`config.mk`:
```
export PLATFORM = sky130hd
export DESIGN_NAME = shared_ram_arbiter
export DESIGN_NICKNAME = d
export VERILOG_FILES = /design/src/rtl/dra_pkg.sv /design/src/rtl/dra_owner_fsm.sv /design/src/rtl/dra_blank_hold.sv /design/src/rtl/dra_cpu_gate.sv /design/src/rtl/shared_ram_arbiter.sv
export SDC_FILE = /design/constraint.sdc
export NUM_CORES = 1
export LEC_CHECK = 0
export BUFFER_PORTS_ARGS = -buffer_cell sky130_fd_sc_hd__buf_2
export CELL_PAD_IN_SITES_DETAIL_PLACEMENT = 1
export CELL_PAD_IN_SITES_GLOBAL_PLACEMENT = 1
export CORE_AREA = 4 4 41 43
export CTS_BUF_LIST = sky130_fd_sc_hd__clkbuf_4 sky130_fd_sc_hd__clkbuf_8 sky130_fd_sc_hd__clkbuf_16
export CTS_CLUSTER_SIZE = 24
export DETAILED_ROUTE_END_ITERATION = 6
export DIE_AREA = 0 0 45 47
export PLACE_DENSITY_LB_ADDON = 0.1
export SLEW_MARGIN = 20
export SYNTH_ARGS = -nofsm -noshare
export SYNTH_HDL_FRONTEND = slang
export SYNTH_HIERARCHICAL = 1
export SYNTH_SLANG_ARGS = --single-unit
```
`constraint.sdc`:
```
create_clock -name clk -period 1.23 [get_ports clk]
set_input_delay 0.0615 -clock clk [delete_from_list [all_inputs] [get_ports clk]]
set_output_delay 0.0615 -clock clk [all_outputs]
set_load 0.1 [all_outputs]
```
`src/rtl/dra_pkg.sv`:
```
package dra_pkg;

    typedef enum logic [1:0] {
        OWN_FREE = 2'd0,
        OWN_CPU  = 2'd1,
        OWN_VID  = 2'd2
    } owner_e;

    typedef struct packed {
        logic req;
        logic hit;
        logic we;
    } cpu_bus_t;

    // Next owner at a character tick: video wins a free RAM, a running
    // processor access is never cut, video keeps the RAM until its window ends.
    function automatic owner_e owner_next(owner_e cur, logic win, cpu_bus_t bus);
        owner_e nxt;
        logic   want;
        want = bus.req && bus.hit;
        nxt  = cur;
        case (cur)
            OWN_FREE: begin
                if (win)       nxt = OWN_VID;
                else if (want) nxt = OWN_CPU;
            end
            OWN_CPU: begin
                if (!want)     nxt = win ? OWN_VID : OWN_FREE;
            end
            OWN_VID: begin
                if (!win)      nxt = want ? OWN_CPU : OWN_FREE;
            end
            default:           nxt = OWN_FREE;
        endcase
        return nxt;
    endfunction

endpackage

```
`src/rtl/dra_owner_fsm.sv`:
```
module dra_owner_fsm
    import dra_pkg::*;
(
    input  logic     clk,
    input  logic     rst,
    input  logic     char_tick,
    input  logic     vid_window,
    input  cpu_bus_t bus,
    output owner_e   owner
);

    owner_e state_q;

    always_ff @(posedge clk) begin
        if (rst)            state_q <= OWN_FREE;
        else if (char_tick) state_q <= owner_next(state_q, vid_window, bus);
    end

    assign owner = state_q;

    a_r3_owner_on_tick: assert property (@(posedge clk) disable iff (rst)
        !char_tick |=> $stable(state_q));

    a_r4_video_first: assert property (@(posedge clk) disable iff (rst)
        (char_tick && state_q == OWN_FREE && vid_window) |=> state_q == OWN_VID);

    a_r5_no_abort: assert property (@(posedge clk) disable iff (rst)
        (state_q == OWN_CPU && bus.req && bus.hit) |=> state_q == OWN_CPU);

    a_r6_lockout: assert property (@(posedge clk) disable iff (rst)
        (state_q == OWN_VID && vid_window) |=> state_q == OWN_VID);

endmodule

```
`src/rtl/dra_blank_hold.sv`:
```
module dra_blank_hold #(
    parameter int RECOVER_TICKS = 2
) (
    input  logic clk,
    input  logic rst,
    input  logic char_tick,
    input  logic disrupt,
    output logic vid_blank
);

    localparam int CW = $clog2(RECOVER_TICKS + 1);

    logic [CW-1:0] hold_q;

    always_ff @(posedge clk) begin
        if (rst) begin
            hold_q <= '0;
        end else if (char_tick) begin
            if (disrupt)           hold_q <= CW'(RECOVER_TICKS);
            else if (hold_q != '0) hold_q <= hold_q - CW'(1);
        end
    end

    assign vid_blank = disrupt || (hold_q != '0);

    a_r11_hold_after: assert property (@(posedge clk) disable iff (rst)
        (char_tick && disrupt) |=> vid_blank);

    a_r11_hold_bound: assert property (@(posedge clk) disable iff (rst)
        hold_q <= CW'(RECOVER_TICKS));

endmodule

```
`src/rtl/dra_cpu_gate.sv`:
```
module dra_cpu_gate
    import dra_pkg::*;
(
    input  owner_e   owner,
    input  cpu_bus_t bus,
    input  logic     vid_window,
    output logic     addr_sel_cpu,
    output logic     cpu_ack,
    output logic     cpu_wait,
    output logic     ram_we,
    output logic     disrupt
);

    logic own_cpu;
    logic want;

    always_comb begin
        own_cpu      = (owner == OWN_CPU);
        want         = bus.req && bus.hit;
        addr_sel_cpu = (owner != OWN_VID);
        cpu_ack      = bus.req && (!bus.hit || own_cpu);
        cpu_wait     = want && !own_cpu;
        ram_we       = want && own_cpu && bus.we;
        disrupt      = own_cpu && vid_window;
    end

    always_comb begin
        a_r8_outside: assert (!(bus.req && !bus.hit) || (cpu_ack && !cpu_wait));
        a_r9_we_owned: assert (!ram_we || (owner == OWN_CPU && bus.hit));
        a_r6_ack_excl: assert (!(cpu_ack && cpu_wait));
    end

endmodule

```
`src/rtl/shared_ram_arbiter.sv`:
```
module shared_ram_arbiter
    import dra_pkg::*;
#(
    parameter int RECOVER_TICKS = 2
) (
    input  logic clk,
    input  logic rst,
    input  logic char_tick,
    input  logic vid_window,
    input  logic cpu_req,
    input  logic cpu_hit,
    input  logic cpu_we,
    output logic addr_sel_cpu,
    output logic cpu_ack,
    output logic cpu_wait,
    output logic ram_we,
    output logic vid_blank
);

    cpu_bus_t bus;
    owner_e   owner;
    logic     disrupt;

    assign bus = '{req: cpu_req, hit: cpu_hit, we: cpu_we};

    dra_owner_fsm u_fsm (
        .clk        (clk),
        .rst        (rst),
        .char_tick  (char_tick),
        .vid_window (vid_window),
        .bus        (bus),
        .owner      (owner)
    );

    dra_cpu_gate u_gate (
        .owner        (owner),
        .bus          (bus),
        .vid_window   (vid_window),
        .addr_sel_cpu (addr_sel_cpu),
        .cpu_ack      (cpu_ack),
        .cpu_wait     (cpu_wait),
        .ram_we       (ram_we),
        .disrupt      (disrupt)
    );

    dra_blank_hold #(.RECOVER_TICKS(RECOVER_TICKS)) u_blank (
        .clk       (clk),
        .rst       (rst),
        .char_tick (char_tick),
        .disrupt   (disrupt),
        .vid_blank (vid_blank)
    );

    a_r10_blank_disrupt: assert property (@(posedge clk) disable iff (rst)
        (!addr_sel_cpu == 1'b0 && cpu_ack && cpu_hit && vid_window) |-> vid_blank);

    a_r12_sel_free: assert property (@(posedge clk) disable iff (rst)
        (cpu_ack && cpu_hit) |-> addr_sel_cpu);

endmodule

```
[Yosys cells after proc, flatten, opt, wreduce, memory -nomap -nowiden]
Index checks and enable logic that the tools add are counted.
Operators by class
  reductions and logical operators: 15
  multiplexer cells: 9
  equality and inequality tests: 6
  $add $sub $neg: 1
Operators by type and width (number)
  $mux 2: 7
  $logic_and 1x1->1: 6
  $ne 2x2->1 const B: 3
  $pmux 2 s3: 1
  $reduce_and 4->1: 1
  $reduce_bool 2->1: 2
  $ne 3x2->1 const B: 1
  $eq 2x1->1 const B: 1
  $eq 2x2->1 const B: 1
  $logic_not 1->1: 2
  $logic_not 2->1: 1
  $logic_or 1x1->1: 2
  $reduce_and 2->1: 1
  $sub 2x1->2 const B: 1
  $mux 1: 1
Word-level totals
  input port bits: 7
  logic and storage cells: 33
  output and inout bits: 5
  register bits after elaboration: 4

[Logic depth before layout (Yosys ltp)]
  depth after elaboration: 4
  mapped depth: 4
  mapped depth without buffers: 4

[Modules after synthesis]
Netlist, hierarchy kept.
Modules (own cells, without submodules)
  dra_blank_hold: cells each 13, instances 1, sequential area each 40.0 um^2, area an instance 127.6 um^2
  dra_owner_fsm: cells each 12, instances 1, sequential area each 40.0 um^2, area an instance 100.1 um^2
  dra_cpu_gate: cells each 8, instances 1, sequential area each 0.0 um^2, area an instance 55.1 um^2

[Least setup slack after synthesis]
Ideal clock, no wire load.
  path type: reg2reg
  start: reg u_fsm.state_q[0] (netlist: u_fsm/owner[0])
  end: reg u_blank.hold_q[0]
  period minus slack after synthesis: 1840 ps
  arrival time: 1742 ps
  cell stages (with the launch flop): 5
  required time: 1131 ps
  buffers on the path: 0
  setup slack: -610 ps
  setup time: 99 ps
  path through: dfxtp_1 > nor2b_4 > and2_2 > nand2b_1 > a221oi_2
On the way
  longest elaborated chain between the ends: 4
  elaborated cells between the ends (all ways): 5
RTL lines
  start: declaration: line dra_owner_fsm.sv:12  | owner_e state_q;
  start signal: assignment: line dra_owner_fsm.sv:16  | else if (char_tick) state_q <= owner_next(state_q, vid_window, bus);
  $eq 2x1->1 *: line dra_cpu_gate.sv:18  | own_cpu = (owner == OWN_CPU);
  $logic_and 1x1->1 *: line dra_cpu_gate.sv:24  | disrupt = own_cpu && vid_window;
  named net disrupt: line shared_ram_arbiter.sv:22  | logic disrupt;
  $reduce_bool 2->1 (no line)
  $reduce_and 2->1 (no line)
  end signal: assignment: line dra_blank_hold.sv:19  | if (disrupt) hold_q <= CW'(RECOVER_TICKS);
  end signal: assignment: line dra_blank_hold.sv:20  | else if (hold_q != '0) hold_q <= hold_q - CW'(1);
  end: declaration: line dra_blank_hold.sv:13  | logic [CW-1:0] hold_q;
The timed path passes the listed nets; every way through them passes the cells marked *.
A chain may end at the register's enable or synchronous reset.

[Final worst setup path]
  start: reg u_fsm.state_q[0] (netlist: u_fsm/owner[0])
  end: out ram_we
On the way
  longest elaborated chain between the ends: 3
RTL lines
  $eq 2x1->1: line dra_cpu_gate.sv:18
  $logic_and 1x1->1 (2 in a row): line dra_cpu_gate.sv:23  | ram_we = want && own_cpu && bus.we;
  end: declaration: line shared_ram_arbiter.sv:16  | output logic ram_we,
No other way between the ends.

==> results.toml <==
[clock_network]
path_clk_slew_ns = 0.04
clkLatencyLatePin_ns = 0.24
cts_htree_levels = 1
holdBufCountCts = 0
clock_path_buffers = 2
clock_sinks = 4
cts_tree = "done"
clockRootBuffer = "clkbuf_4"
numCtsBuffers = 3

[critical_path]
required_ns = 1.17
cp_max_fo = 3
path_cells = "nor2b_4, buf_4, and4_4, buf_12"
worstSetupPathType = "reg2out"
critical-path-max-stage-delay_ns = 0.33
cp_num_buf_inv = 2
critPathSlowestCell = "dfxtp_2"
cp_top_family = "simple AND/OR/NAND/NOR gates"
cp.arrival_ns = 1.25
start_kind = "flop"
worstSetupEndpointType = "primary output"

[sta]
relSlewSlack_pct = 86.7
max_freq_ghz = 0.764
slew_violations = 0
rsz0062_at_grt = "true"
min_period_over_period_pct = 106
setup_viol = 5
fin_worst_skew_ns = 0.00288
hold_viol_final = 0
tightestPinTransition_ns = 0.197
period_minus_slack_ns = 1.31
worst_slack_ns = -0.0795

[synth]
syn_area_um2 = 283
synth_edf_count = 0
ys_seq_area_share_pct = 28.3
ys_types = 21
ys_ff_latch = 4
syn_nets = 41
synth_area_per_cell_um2 = 8.57
ys_async_sr_fraction_pct = 0
syn_inst = 33
ys.flop_type = "dfxtp_1"
synth_top_area_share_pct = 28.3
synth_largest_area_cell = "dfxtp_1"
synthTopCellsByCount = "4 x dfxtp_1, 4 x inv_1, 3 x nand2b_1, 3 x nor2_1"
ys.warnings.count = 6
synthTopCellsByArea = "dfxtp_1 28%, nand2b_1 6.6%, a221oi_2 5.3%"

[layout]
fill_cells = 153
drive_gt1_share_pct = 66.1
layout.cells.non_filler = 71
utilization_pct = 42.5
ff_latch_area_um2 = 83.8
layout.nets = 66
multi_input_area_um2 = 211
area_delta_synth_final_pct = 95.6
diodes = 0

[floorplanning]
ioPinCount = 12
num_rows = 13
dieArea_um2 = 2120
fp.coreArea_um2 = 1300
fp.dieH_um = 47
die_w_um = 45
start_util_pct = 21.7

[global_routing]
grt_pass1_wl_um = 1630
overflow = 0
grt.total_usage_pct = 11.4
antenna_found_initial = 0
grt_max_degree = 9
first_global_vias = 355

[run_status]
status = "finished, violations left"
violations = "setup timing"

[route]
final_antenna_net_count = 0
viasPerCell = 4.89
remaining_drc_errors = 0
drtPass1Iterations = 3
vias = 347
wl_um = 930
drtIter0Drc = 5
avgRoutedWirePerCell_um = 13.1

[flow_run]
drv_cap = 0

[placement]
place_worst_setup_slack_ns = -0.0869
dp_cells = 66
hpwl_um = 704
gp_congestion = 0.634
portBuffers = 11

[pwr]
peakVddDrop_mv = 0.356
p_leak_uw = 0.000236
power-per-cell-area_nw_per_um2 = 937

[min_path]
hold_path.class = "in2reg"
## per-layer routing
layer	track usage [%]	wire [um]	vias to the layer above
li1	-	-	166
met1	10.9	318	169
met2	20.3	540	10
met3	4.60	48	2
met4	7.02	22	0
met5	0	0	-
## state kept, by name, indices dropped and copies added (netlist names)
register,flops
u_blank/hold_q,2
u_fsm/owner,2
## final cells by class
cell class,count,area share [%]
tap,15,3.39
timing repair buffer,20,36.4
inverter,4,2.71
clock buffer,3,4.07
multi-input combinational,25,38.2
sequential,4,15.2
## through the flow
step	TNS [ns]	instance area [um^2]	total power (uW)	hold slack [ns]
4_1_cts	-0.166	543	513	0.0464
2_1_floorplan	-0.214	295	249	0.128
3_3_place_gp	-0.0665	497	327	0.294
5_1_grt	-0.515	553	551	0.0319
6_report	-0.222	553	518	0.0419
3_5_place_dp	-0.120	497	333	0.298
## where the power goes
part	leakage, uW	internal, uW	switching, uW	total [uW]
clock	0.0000138	110	67.5	178
sequential	0.0000340	137	4.21	141
combinational	0.000189	83.2	116	199
total	0.000236	330	188	518
## layout by cell type, fill, tap and decap left out, types with 2 or more instances in the layout
cell type,instances
buf_4,8
buf_2,6
buf_12,5
clkbuf_4,3
dfxtp_2,3
inv_2,2
nor2_1,2
nand2b_1,2
inv_1,2
a21oi_1,2
## logic make-up after synthesis
logic type	Yosys count	share of synthesized area, %
simple gates	18	45.6
compound gates	6	16.4
buf+inv	4	5.31
flops	4	28.3
fa+ha+maj	1	4.42
## worst paths after layout
| kind | from | endpoint | slack [ns] | cells after the start |
|---|---|---|---|---|
| worst min-delay path | rst | u_blank/hold_q[0] | 0.04 | 2 |
| worst max register to register | u_fsm/owner[0] | u_blank/hold_q[0] | -0.06 | 4 |
| worst max-delay path | u_fsm/owner[0] | ram_we | -0.08 | 4 |
| worst min register to register | u_blank/hold_q[0] | u_blank/hold_q[0] | 0.55 | 2 |
## repair_timing
item / CTS / global route
gates resized for setup: 6 / 4
setup buffers: 1 / 1
endpoints found under the setup margin: 5 / 6
pin swaps: 4 / 3
Power figures use the tool's default switching activity.
